<file path="src/rtl/booth_pkg.sv">
package booth_pkg;
    typedef enum logic [1:0] {
        ST_IDLE   = 2'd0,
        ST_ARITH  = 2'd1,
        ST_SHIFT  = 2'd2,
        ST_FINISH = 2'd3
    } booth_state_e;
endpackage

</file>
<file path="src/rtl/booth_addsub.sv">
module booth_addsub #(
    parameter int AW = 9
) (
    input  logic [AW-1:0] acc,
    input  logic [AW-1:0] operand,
    input  logic          sub,
    output logic [AW-1:0] result
);
    logic [AW-1:0] opnd_x;
    always_comb begin
        opnd_x = operand ^ {AW{sub}};
        result = acc + opnd_x + AW'(sub);
    end
endmodule

</file>
<file path="src/rtl/booth_shifter.sv">
module booth_shifter #(
    parameter int W  = 8,
    parameter int AW = W + 1
) (
    input  logic [AW-1:0] acc_in,
    input  logic [W-1:0]  mq_in,
    output logic [AW-1:0] acc_out,
    output logic [W-1:0]  mq_out,
    output logic          ext_out
);
    always_comb begin
        acc_out = {acc_in[AW-1], acc_in[AW-1:1]};
        mq_out  = {acc_in[0], mq_in[W-1:1]};
        ext_out = mq_in[0];
    end
endmodule

</file>
<file path="src/rtl/booth_seqcnt.sv">
module booth_seqcnt #(
    parameter int W  = 8,
    parameter int CW = $clog2(W + 1)
) (
    input  logic          clk,
    input  logic          rst,
    input  logic          load,
    input  logic          dec,
    output logic          last,
    output logic [CW-1:0] count
);
    always_ff @(posedge clk) begin
        if (rst)       count <= '0;
        else if (load) count <= CW'(W);
        else if (dec)  count <= count - 1'b1;
    end

    assign last = (count == CW'(1));

    AST_CNT_BOUND: assert property (@(posedge clk) disable iff (rst)
        count <= CW'(W));
    AST_CNT_NO_WRAP: assert property (@(posedge clk) disable iff (rst)
        (dec && count == '0) |=> 1'b0);
endmodule

</file>
<file path="src/rtl/booth_mult.sv">
module booth_mult #(
    parameter int W = 8
) (
    input  logic           clk,
    input  logic           rst,
    input  logic           start,
    input  logic [W-1:0]   mcand,
    input  logic [W-1:0]   mplier,
    output logic [2*W-1:0] product,
    output logic           busy,
    output logic           done
);
    import booth_pkg::*;

    localparam int AW = W + 1;
    localparam int CW = $clog2(W + 1);

    booth_state_e state, state_nx;

    logic [AW-1:0] acc_q;
    logic [AW-1:0] mc_q;
    logic [W-1:0]  mq_q;
    logic          ext_q;

    logic [AW-1:0] arith_res;
    logic [AW-1:0] sh_acc;
    logic [W-1:0]  sh_mq;
    logic          sh_ext;
    logic          cnt_last;
    logic [CW-1:0] cnt_val;
    logic          accept, do_shift, do_sub;
    logic [1:0]    pair;

    assign pair     = {mq_q[0], ext_q};
    assign do_sub   = (pair == 2'b10);
    assign accept   = (state == ST_IDLE) && start;
    assign do_shift = (state == ST_SHIFT);

    booth_addsub #(.AW(AW)) u_addsub (
        .acc     (acc_q),
        .operand (mc_q),
        .sub     (do_sub),
        .result  (arith_res)
    );

    booth_shifter #(.W(W), .AW(AW)) u_shift (
        .acc_in  (acc_q),
        .mq_in   (mq_q),
        .acc_out (sh_acc),
        .mq_out  (sh_mq),
        .ext_out (sh_ext)
    );

    booth_seqcnt #(.W(W), .CW(CW)) u_cnt (
        .clk   (clk),
        .rst   (rst),
        .load  (accept),
        .dec   (do_shift),
        .last  (cnt_last),
        .count (cnt_val)
    );

    // State register
    always_ff @(posedge clk) begin
        if (rst) state <= ST_IDLE;
        else     state <= state_nx;
    end

    // Next-state logic
    always_comb begin
        state_nx = state;
        unique case (state)
            ST_IDLE:   if (start) state_nx = ST_ARITH;
            ST_ARITH:  state_nx = ST_SHIFT;
            ST_SHIFT:  state_nx = cnt_last ? ST_FINISH : ST_ARITH;
            ST_FINISH: state_nx = ST_IDLE;
        endcase
    end

    // Outputs
    always_comb begin
        busy = 1'b0;
        done = 1'b0;
        unique case (state)
            ST_IDLE:   ;
            ST_ARITH:  busy = 1'b1;
            ST_SHIFT:  busy = 1'b1;
            ST_FINISH: done = 1'b1;
        endcase
    end

    // Datapath
    always_ff @(posedge clk) begin
        if (rst) begin
            acc_q <= '0;
            mc_q  <= '0;
            mq_q  <= '0;
            ext_q <= 1'b0;
        end else if (accept) begin
            acc_q <= '0;
            mc_q  <= {mcand[W-1], mcand};
            mq_q  <= mplier;
            ext_q <= 1'b0;
        end else if (state == ST_ARITH) begin
            if (pair[1] ^ pair[0]) acc_q <= arith_res;
        end else if (do_shift) begin
            acc_q <= sh_acc;
            mq_q  <= sh_mq;
            ext_q <= sh_ext;
        end
    end

    assign product = {acc_q[W-1:0], mq_q};

    AST_DONE_PULSE: assert property (@(posedge clk) disable iff (rst)
        done |=> !done);
    AST_BUSY_DONE_EXCL: assert property (@(posedge clk) disable iff (rst)
        !(busy && done));
    AST_HOLD_AFTER_DONE: assert property (@(posedge clk) disable iff (rst)
        done |=> $stable(product));
    AST_START_IN_DONE: assert property (@(posedge clk) disable iff (rst)
        (done && start) |=> !busy);
    AST_PAIR_NOP: assert property (@(posedge clk) disable iff (rst)
        (state == ST_ARITH && (mq_q[0] == ext_q)) |=> $stable(acc_q));
    AST_SHIFT_SIGN: assert property (@(posedge clk) disable iff (rst)
        (state == ST_SHIFT) |=> (acc_q[AW-1] == $past(acc_q[AW-1])));
    AST_SHIFT_LINK: assert property (@(posedge clk) disable iff (rst)
        (state == ST_SHIFT) |=> (mq_q[W-1] == $past(acc_q[0]) && ext_q == $past(mq_q[0])));
endmodule

</file>
<file path="config.mk">
export PLATFORM = sky130hd
export DESIGN_NAME = booth_mult
export DESIGN_NICKNAME = d
export VERILOG_FILES = /design/src/rtl/booth_pkg.sv /design/src/rtl/booth_addsub.sv /design/src/rtl/booth_shifter.sv /design/src/rtl/booth_seqcnt.sv /design/src/rtl/booth_mult.sv
export SDC_FILE = /design/constraint.sdc
export NUM_CORES = 1
export LEC_CHECK = 0
export BUFFER_PORTS_ARGS = -buffer_cell sky130_fd_sc_hd__buf_2
export CORE_AREA = 10 10 78 80
export CTS_CLUSTER_DIAMETER = 50
export CTS_CLUSTER_SIZE = 12
export DETAILED_ROUTE_END_ITERATION = 8
export DIE_AREA = 0 0 88 90
export PLACE_DENSITY = 0.7
export SYNTH_ARGS = -nofsm -noshare
export SYNTH_HDL_FRONTEND = slang
export SYNTH_SLANG_ARGS = --single-unit
</file>
<file path="constraint.sdc">
create_clock -name clk -period 2.2 [get_ports clk]
set_clock_uncertainty 0.2 [all_clocks]
set_input_delay 0.11 -clock clk [delete_from_list [all_inputs] [get_ports clk]]
set_output_delay 0.11 -clock clk [all_outputs]
set_load 0.05 [all_outputs]
</file>
==> results of run 1 <==
kinds of logic (layout without fill, tap and decap cells):
group                    count (synthesis)  count (layout)
AO/OA/AOI/OAI                           55              55
XOR/XNOR                                14              14
adder cells (fa/ha/maj)                 16              16
buffers and inverters                   28              95
flip-flops                              32              32
multiplexers                             3               3
AND/OR/NAND/NOR                         88              88
sequential cells by signal, summed over array words and instances (netlist names):
signal	count
u_cnt.count	4
mc_q	8
acc_q	9
ext_q	1
mq_q	8
state	2
layer usage:
layer	global-route usage [%]	share of wire [%]	routed length, µm
met1	16.6	42	2330
met2	21.4	48	2630
met3	4.60	7.3	399
met4	5.59	2.4	133
met5	0	0	0
cell type report:
cell class / count / area share [%]
flip-flops and latches: 32 / 24.1
multi-input cells: 176 / 48.4
repair buffers: 78 / 20.3
well taps: 54 / 2.53
clock buffers: 6 / 3.09
clock inverters: 2 / 0.375
inverters: 9 / 1.26
worst min path at each step:
stage,end,slack (ns),start
after floorplan,mc_q[1],0.05,mcand[1]
after global placement,mc_q[6],0.16,mcand[6]
after detailed placement,mc_q[6],0.16,mcand[6]
after CTS,mc_q[6],0.03,rst
after global routing,mc_q[5],0.06,rst
final,mc_q[2],0.04,rst
synth_stat cells (5+ instances only):
cell type / number / share of area (%)
nand2_1: 45 / 8.6
dfxtp_1: 32 / 33
a21oi_1: 20 / 5.1
nor2_1: 19 / 3.6
ha_1: 15 / 9.5
buf_4: 12 / 4.6
inv_1: 9 / 1.7
xor2_1: 9 / 4.0
a311oi_1: 7 / 3.1
nand2b_1: 7 / 2.2
o21ai_0: 7 / 1.8
xnor2_1: 5 / 2.2
metrics by stage:
| stage | instances | power (W) |
|---|---|---|
| 6_report | 357 | 0.00221 |
| 5_1_grt | 357 | 0.00235 |
| 4_1_cts | 355 | 0.00214 |
| 3_5_place_dp | 328 | 0.00161 |
| 3_3_place_gp | 328 | 0.00159 |
| 2_1_floorplan | 236 | 0.00137 |
repair_timing:
item / in CTS / in global routing
hold buffers: 16 / 0
endpoints found under the setup margin: 4 / 6
buffers inserted: 3 / 2
hold endpoints to repair: 16 / 0
pin swaps: 9 / 3
gates resized for setup: 6 / 17
cells in the final DEF (no fill, tap or decap), types with 3 or more instances in the layout:
cell type / count
nand2_1: 42
nor2_1: 18
o21ai_1: 3
xor2_1: 6
a311oi_1: 7
dfxtp_1: 30
ha_4: 3
nand2_2: 4
clkbuf_8: 6
a21oi_2: 3
mux2i_1: 3
o21ai_0: 4
xnor2_1: 4
buf_2: 36
nand2b_1: 6
dlygate4sd3_1: 16
ha_1: 11
inv_1: 7
buf_4: 24
xor2_2: 3
a21oi_1: 17
power by group through the flow:
| stage | Sequential [W] | Clock [W] | Combinational [W] |
|---|---|---|---|
| detailed placement | 0.000719 | 0 | 0.000891 |
| finish | 0.000711 | 0.000480 | 0.00102 |
| floorplan | 0.000799 | 0 | 0.000572 |
| CTS | 0.000707 | 0.000489 | 0.000946 |
| global route | 0.000721 | 0.000514 | 0.00111 |
| global placement | 0.000717 | 0 | 0.000878 |
==> results.md, run 1 <==
* Status: complete, but fails checks
* Failing checks: negative setup slack
* Post-synthesis simple-gate area fraction at 21.4%
* Initial core utilization at 42.8%
* IO Port Bufs at 36
* Routed wire per std cell at 15.4 µm
* Final worst slack at -0.132 ns
* Die Footprint at 7920 µm²
* Largest net degree at the start of global routing at 22
* Clock-pin slew on the worst setup and hold paths at about 0.07 ns
* Leakage at 1.16 nW
* Post-layout net count at 337
* Compound-Gate Fraction of Synth Area at 19.3%
* Combinational share of power at 46.2%
* Setup WS pre-CTS at -0.176 ns
* CP endpoint kind: register
* Core Box Area at about 4600 µm²
* Sequential Power Share at 32.1%
* Multiplexer area fraction after synthesis at under 10%
* WL final at 5.49 mm
* Max Fclk at 429 MHz
* Switching part of the total at 40.3%
* Die X at a little under 90 µm
* Syn avg cell area at 8.34 µm²
* Number of global-route vias before repair at 1918
* Mapped cell area at slightly below 2000 µm²
* Skew-Pair Late Insertion Delay at around 0.29 ns
* Design area at 2670 µm²
* Final hold violation count at 0
* Sequential area share after synthesis at between 30 and 40%
* Initial antenna violation count at 0
* Rows at 25
* Crit-path cells: inv_2 > ha_4 > buf_6 > xor2_2 > ha_2 > buf_4 > nor2_2 > a21oi_1 > a31oi_1 > xor2_1 > o22ai_1
* Final period utilization at 106%
* Relative slew margins at 68.6%
* Antenna Cells at 0
* # IOs at 37
* Placed Area at about 2300 µm²
* Filler Cell Count at 391
* Ys flop type: dfxtp_1
* CP Data Arrival Time at 2.30 ns
* Setup TNS at -0.305 ns
* Antenna Violating Nets Remaining at 0
* Startpoint Class: register
* Pint at 0.00132 W
* Switch Pwr at ~0.00089 W
* Gate Count Post-Synth at 236
* Max incr delay on CP at between 0.3 and 0.4 ns
* Worst Setup SP: ext_q
* Ys async rst share at 0%
* R2R Setup Slk at -0.13 ns
* XOR/XNOR share of the synthesized area at 6.23%
* First-pass GRT wire length at 9.01 mm
* Area taken by multi-input logic gates at ~1300 µm²
* Syn Nets at 271
* Pwr Density at 828 nW/µm²
* Clk buf depth at 2
* Synthesis Warnings at 0
* Clk sinks at 32
* Worst-Margin Slew at 0.470 ns
* Max-slew violation count at 0
* Post-synth EDFFs at 0
* Setup-failing EPs final at 3
* Worst vdd ir at 0.596 mV
* Detailed router's first-iteration violation count at 86
* Min Tclk post-route at 2.33 ns
* Placer Congestion at 0.866
* Worst R2R Path Depth at 11
* Max cap viols at 0
* TritonCTS clock tree: built
* Total gr overflow at 0
* Setup CP Type: register to register
* Die Span Y at 90 µm
* Hold path cells at 2
* Drt first pass iters at 6
* Setup crit end: acc_q[6]
* Root buffer cell: clkbuf_8
* Sequential cell area at 643 µm²
* Distinct cells, synth at 49
* DRC Markers at 0
* HP Class: primary input to register
* Share of cells above drive strength 1 at 34.7%
* CTS Buf Count at 5
* Clock power frac at a little over a fifth
* Crit path required time at 2.16 ns
* Final Util at 58.1%
* Largest delay contributor family on the critical path: compound AO/OA/AOI/OAI gates
* H-tree levels at 2
* RSZ-0062 raised after global routing: yes
* Syn-to-layout area delta at 35.7%
* R2r endpoint: acc_q[6]
* DR vias at around 1.9k
* GRT Total Usage at 13.7%
* Worst Path Buf+Inv at 3
* FF+latch count, synth at 32
* Hold slack at about 0.040 ns
* Reg2reg start: ext_q
* Vias/cell at 5.29
* Crit. path cell count at 11
* Crit Path Max Fanout at 4
* Crit-path slowest cell: dfxtp_2
* Post-Synth Adder-Cell Area at 10.5%
* DP HPWL at 3.66 mm
* Main combinational cell family by area after synthesis: simple AND/OR/NAND/NOR gates
(Power assumes the default switching activity.)
==> inputs of run 2 (changes only) <==
CORE_AREA = 10 10 87 89   (was 10 10 78 80)
DIE_AREA = 0 0 97 99   (was 0 0 88 90)
PLACE_DENSITY = 0.64   (was 0.7)
SYNTH_HIERARCHICAL = 1   (was not set)
==> run 2 against run 1 <==
The flow still finishes with violations (negative setup slack). Maximum frequency down 3.3%. Clock power decreased by 1%. Global-route usage decreased by 2.1 points. Sequential share of layout area shrank 1.2 points. Utilization is 9.8 points lower. Critical endpoint is now acc_q[8].
==> results.md, run 2 <==
* Crit path required time at 2.21 ns (+0.05 ns)
* Placer Congestion at 0.809 (-6.5%)
* Mapped cell area at 2310 µm² (+18%)
* Leakage at 1.21 nW (+4.7%)
* Detailed router's first-iteration violation count at 88 (+2.3%)
* DRC Markers at 0 (unchanged)
* Status: complete, but fails checks
* CTS Buf Count at 5 (unchanged)
* Share of cells above drive strength 1 at 29.9% (-4.7 points)
* Syn Nets at 311 (+15%)
* Skew-Pair Late Insertion Delay at 0.29 ns (about the same)
* Largest register FFs at 9 (unchanged)
* Routed wire per std cell at 13.8 µm (-10%)
* Syn-to-layout area delta at 22.1%
* Initial core utilization at 39.6% (-3.3 points)
* Setup CP Type: register to register
* Most frequent cells in the layout: nand2_1, buf_2, dfxtp_1
* Final Util at 48.3% (-9.8 points)
* CP Data Arrival Time at 2.42 ns (+0.12 ns)
* Area taken by multi-input logic gates at 1390 µm² (+7.6%)
* FF+latch count, synth at 32 (unchanged)
* Startpoint Class: register
* Number of global-route vias before repair at 2001 (+4.3%)
* CP endpoint kind: register
* R2R Setup Slk at -0.21 ns (-0.08 ns)
* Drt first pass iters at 4 (-2)
* Pwr Density at 910 nW/µm² (+9.9%)
* First-pass GRT wire length at 9.56 mm (+6.1%)
* Worst-Margin Slew at 0.676 ns (+0.206 ns)
* Max-slew violation count at 0 (unchanged)
* Post-layout net count at 356 (+5.6%)
* Failing checks: negative setup slack
* Distinct cells, synth at 41 (-16%)
* Yosys top cell by area: dfxtp_1
* HP Class: primary input to register
* Die Span Y at 99 µm (+10%)
* RSZ-0062 raised after global routing: yes
* Setup WS pre-CTS at -0.221 ns (-0.0447 ns)
* Crit-path cells: inv_2 > ha_4 > xor2_2 > ha_1 > nor2b_4 > o31a_1 > o41ai_2 > xnor2_1 > mux2i_1 > a211oi_2
* Placed Area at 2500 µm² (+9.4%)
* TritonCTS clock tree: built
* Filler Cell Count at 555 (+42%)
* Max incr delay on CP at 0.35 ns (+0.02 ns)
* Most frequent cell after synthesis: nand2_1
* DP HPWL at 3.90 mm (+6.7%)
* Max cap viols at 0 (unchanged)
* Top-area cell type share of the netlist area at 27.7% (-4.9 points)
* Relative slew margins at 54.9% (-14 points)
* Largest net degree at the start of global routing at 24 (+9.1%)
* Antenna Cells at 0 (unchanged)
* # IOs at 37 (unchanged)
* Ys async rst share at 0% (unchanged)
* Final hold violation count at 0 (unchanged)
* IO Port Bufs at 36 (unchanged)
* Clk buf depth at 2 (unchanged)
* Worst vdd ir at 0.423 mV (-29%)
* WL final at 5.45 mm (-0.66%)
* Root buffer cell: clkbuf_8
* Min Tclk post-route at 2.41 ns (+0.0801 ns)
* Post-route total power at 0.00257 W (+16%)
* Synth top cells by count: nand2_1, dfxtp_1, buf_4
* Syn avg cell area at 8.42 µm² (+0.87%)
* Clk sinks at 32 (unchanged)
* Clock-pin slew on the worst setup and hold paths at 0.08 ns (about the same)
* Die Footprint at 9600 µm² (+21%)
* Final period utilization at 110% (+3.6 points)
* Ys flop type: dfxtp_1
* Largest regs: acc_q x9, mc_q x8, mq_q x8
* Post-synth EDFFs at 0 (unchanged)
* Sequential cell area at 646 µm² (+0.39%)
* Sequential area share after synthesis at 27.7% (-4.9 points)
* Max Fclk at 415 MHz (-3.3%)
* Initial antenna violation count at 0 (unchanged)
* Crit-path slowest cell: dfxtp_2
* Synth top area cells: dfxtp_1, buf_4, ha_1
* Gate Count Post-Synth at 275 (+17%)
* Design area at 2830 µm² (+5.7%)
* Final worst slack at -0.212 ns (-0.0801 ns)
* Total gr overflow at 0 (unchanged)
* GRT Total Usage at 11.6% (-2.1 points)
* Antenna Violating Nets Remaining at 0 (unchanged)
* Core Box Area at 5850 µm² (+27%)
* Rows at 28 (+12%)
* H-tree levels at 2 (unchanged)
* Most common cell after layout, fill and taps aside: nand2_1
* DR vias at 1976 (+4.6%)
* Vias/cell at 4.99 (-5.7%)
* Crit Path Max Fanout at 6 (+2)
* Die X at 97 µm (+10%)
* Most flops, register: acc_q
* Synthesis Warnings at 6 (+6)
* Setup-failing EPs final at 7 (+4)
run 2: timing repair:
action / in CTS / in global routing
buffers inserted: 1 / 0
setup endpoints to repair: 7 / 8
resized for setup: 8 / 4
hold buffers: 17 / 0
pin swaps: 10 / 2
endpoints found under the hold margin: 17 / 0
run 2: path summary, 6_finish.rpt:
| path | start | depth (start not counted) | end |
|---|---|---|---|
| max reg2reg | ext_q | 10 | acc_q[8] |
| min | rst | 2 | mc_q[3] |
| min reg2reg | mc_q[6] | 2 | mc_q[6] |
| max | ext_q | 10 | acc_q[8] |
run 2: final cells by class:
type                       count  area share [%]
inverter                      21            2.79
multi-input combinational    184            49.2
clock inverter                 2           0.576
timing repair buffer          76            18.6
clock buffer                   6            2.57
tap                           75            3.32
sequential                    32            22.9
run 2: kinds of logic after synthesis:
kind of cell,after synthesis,synth area share [%]
muxes,11,4.92
AOI/OAI and AO/OA,63,20.6
adders and majority gates,17,9.51
xor gates and xnor gates,18,6.81
DFF,32,27.7
buffers and inverters,59,15.1
and+or+nand+nor,75,15.3
run 2: layer usage:
metal,routed length (µm),vias to the layer above,GRT usage [%]
li1,-,1005,-
met1,2490,916,13.8
met2,2530,49,19.0
met3,359,6,3.98
met4,72,0,3.75
met5,0,-,0
run 2: power breakdown:
| group | switching, W | total, W | internal (W) | leakage, nW |
|---|---|---|---|---|
| Clock | 0.000250 | 0.000475 | 0.000225 | 0.0414 |
| Combinational | 0.000790 | 0.00134 | 0.000553 | 0.908 |
| Sequential | 0.0000863 | 0.000752 | 0.000666 | 0.263 |
| Total | 0.00113 | 0.00257 | 0.00144 | 1.21 |
run 2: per-stage QoR:
step,hold WS (ns),setup TNS (ns),std cells
after CTS,0.0344,-0.773,396
final,0.0416,-0.794,396
after detailed placement,0.164,-0.929,370
after global placement,0.161,-0.679,370
after floorplan,-0.0209,-0.785,275
after global routing,0.0529,-1.95,396
run 2: worst max-delay path: cells and delay by family (launching register included):
family	cells	cell delay, ns
compound gates	3	0.70
xor+xnor	2	0.31
fa+ha+maj	2	0.50
buf+inv	1	0.04
flops	1	0.35
mux	1	0.10
simple gates	1	0.13
==> inputs of run 3 (changes only) <==
--- a/constraint.sdc
+++ b/constraint.sdc
@@ -4,2 +4,2 @@
 set_output_delay 0.11 -clock clk [all_outputs]
-set_load 0.05 [all_outputs]
+set_load 0.01 [all_outputs]
==> run 3 against run 2 <==
The flow still finishes with violations (negative setup slack). Combinational power down 11%. Clock power down 2%. Critical path type unchanged. Highest routed layer unchanged. Sequential power up 0.7%.
==> results.md, run 3 (synthesis gave the netlist of run 2 again) <==
* Pwr Density at 855 nW/µm² (-6.0%)
* Die Footprint at 9600 µm² (unchanged)
* Max cap viols at 0 (unchanged)
* CP Data Arrival Time at 2.34 ns (-0.08 ns)
* Antenna Violating Nets Remaining at 0 (unchanged)
* Reg2reg start: ext_q
* Core Box Area at 5850 µm² (unchanged)
* Initial antenna violation count at 0 (unchanged)
* Total gr overflow at 0 (unchanged)
* WL final at 5.59 mm (+2.5%)
* Worst Setup SP: ext_q
* RSZ-0062 raised after global routing: yes
* H-tree levels at 2 (unchanged)
* Startpoint Class: register
* Die Span Y at 99 µm (unchanged)
* Most common cell after layout, fill and taps aside: nand2_1
* DR vias at 1976 (unchanged)
* Drt first pass iters at 4 (unchanged)
* Routed wire per std cell at 14.3 µm (+3.5%)
* Initial core utilization at 39.6% (unchanged)
* Clk buf depth at 2 (unchanged)
* Final worst slack at -0.197 ns (+0.0145 ns)
* Largest net degree at the start of global routing at 24 (unchanged)
* Largest regs: acc_q x9, mc_q x8, mq_q x8
* R2R Setup Slk at -0.20 ns (about the same)
* Skew-Pair Late Insertion Delay at 0.28 ns (about the same)
* Leakage at 1.20 nW (-0.96%)
* Worst-Margin Slew at 0.669 ns (-0.00709 ns)
* Setup WS pre-CTS at -0.186 ns (+0.0354 ns)
* Vias/cell at 5.04 (+1.0%)
* CTS Buf Count at 5 (unchanged)
* Final hold violation count at 0 (unchanged)
* Post-layout net count at 352 (-1.1%)
* Share of cells above drive strength 1 at 30.9% (+1.0 points)
* Max Fclk at 417 MHz (+0.61%)
* Final period utilization at 109% (-0.66 points)
* Root buffer cell: clkbuf_8
* Crit Path Max Fanout at 7 (+1)
* IO Port Bufs at 36 (unchanged)
* Hold slack at 0.0231 ns (-0.0185 ns)
* Min Tclk post-route at 2.40 ns (-0.0145 ns)
* HP Class: primary input to register
* Non-Filler Instances at 392 (-1.0%)
* Detailed router's first-iteration violation count at 104 (+18%)
* R2r endpoint: acc_q[7]
* Setup CP Type: register to register
* Crit path required time at 2.15 ns (-0.06 ns)
* Setup-failing EPs final at 6 (-1)
* Clk sinks at 32 (unchanged)
* Syn-to-layout area delta at 21.9%
* Most flops, register: acc_q
* Number of global-route vias before repair at 2034 (+1.6%)
* Setup crit end: acc_q[7]
* Post-Place Cells at 368 (-0.54%)
* Max-slew violation count at 0 (unchanged)
* Worst R2R Path Depth at 11 (+1)
* Clock-pin slew on the worst setup and hold paths at 0.08 ns (about the same)
* Status: complete, but fails checks
* Worst vdd ir at 0.461 mV (+9.2%)
* DRC Markers at 0 (unchanged)
* Relative slew margins at 55.4% (+0.47 points)
* Die X at 97 µm (unchanged)
* Antenna Cells at 0 (unchanged)
* GRT Total Usage at 11.1% (-0.51 points)
* DP HPWL at 3.84 mm (-1.6%)
* # IOs at 37 (unchanged)
* Placer Congestion at 0.825 (+1.9%)
* CP endpoint kind: register
* Failing checks: negative setup slack
* # Post-CTS Setup Buffers at 0 (-1)
* First-pass GRT wire length at 9.23 mm (-3.5%)
* Rows at 28 (unchanged)
* TritonCTS clock tree: built
* Largest register FFs at 9 (unchanged)
* Most frequent cells in the layout: nand2_1, buf_2, dfxtp_1
==> run 3: cell types whose count changed in the layout (fill, tap and decap cells not counted), sizes merged <==
| cell | previous run | this run |
|---|---|---|
| clkinvlp | 1 | 0 |
| clkinv | 2 | 4 |
| clkbuf | 6 | 5 |
| dlygate4sd3 | 17 | 16 |
| buf | 59 | 56 |
==> run 3: how the worst min path moves through the flow <==
stage / startpoint / endpoint / cells after the start
finish: start / state[0] / 3
global placement: mcand[0] / mc_q[0] / 3
detailed placement: mcand[0] / mc_q[0] / 3
global route: start / state[0] / 3
floorplan: rst / u_cnt/count[3] / 1
CTS: start / state[0] / 3
==> run 3: worst max-delay path, stage by stage, from the launching register on <==
cell and delay [ns]:
dfxtp_2 0.33, inv_2 0.04, ha_4 0.18, xor2_1 0.15
ha_1 0.31, buf_6 0.12, nand3_2 0.07, o211ai_1 0.30
buf_4 0.18, o211ai_1 0.09, mux2i_1 0.19, a211oi_2 0.09
==> run 3: per-stage QoR <==
step                      area (µm²)  total power, W  util [%]  TNS [ns]
after global placement          2490         0.00183      42.5    -0.548
after global routing            2820         0.00259      48.2     -1.61
after floorplan                 2330         0.00163         -    -0.435
after CTS                       2760         0.00236      47.2    -0.853
after detailed placement        2490         0.00185      42.5    -0.710
final                           2820         0.00241      48.2    -0.720
==> run 3: report_power, final <==
part	internal, W	switching [W]	leakage (nW)
registers	0.000666	0.0000916	0.263
clock network	0.000221	0.000245	0.0479
logic	0.000563	0.000626	0.889
total	0.00145	0.000963	1.20
==> run 3: layer usage <==
layer	up-vias	share of wire, %	global-route usage (%)
met5	-	0	0
met4	0	0.18	2.38
met3	2	5.4	3.00
met2	52	48	19.2
met1	924	46	13.3
li1	998	-	-
==> run 3: area by class of cell <==
cell class | count | area, µm²
Inverter | 21 | 78.8
Clock buffer | 5 | 68.8
Fill cell | 554 | 3030
Tap cell | 75 | 93.8
Multi-Input combinational cell | 184 | 1420
Timing Repair Buffer | 72 | 498
Clock inverter | 3 | 18.8
Sequential cell | 32 | 646
==> run 3: what timing repair did <==
item | in CTS | in global routing
hold buffers | 16 | 0
resized for setup | 5 | 10
pin swaps | 3 | 10
endpoints found under the setup margin | 6 | 7
endpoints found under the hold margin | 16 | 0
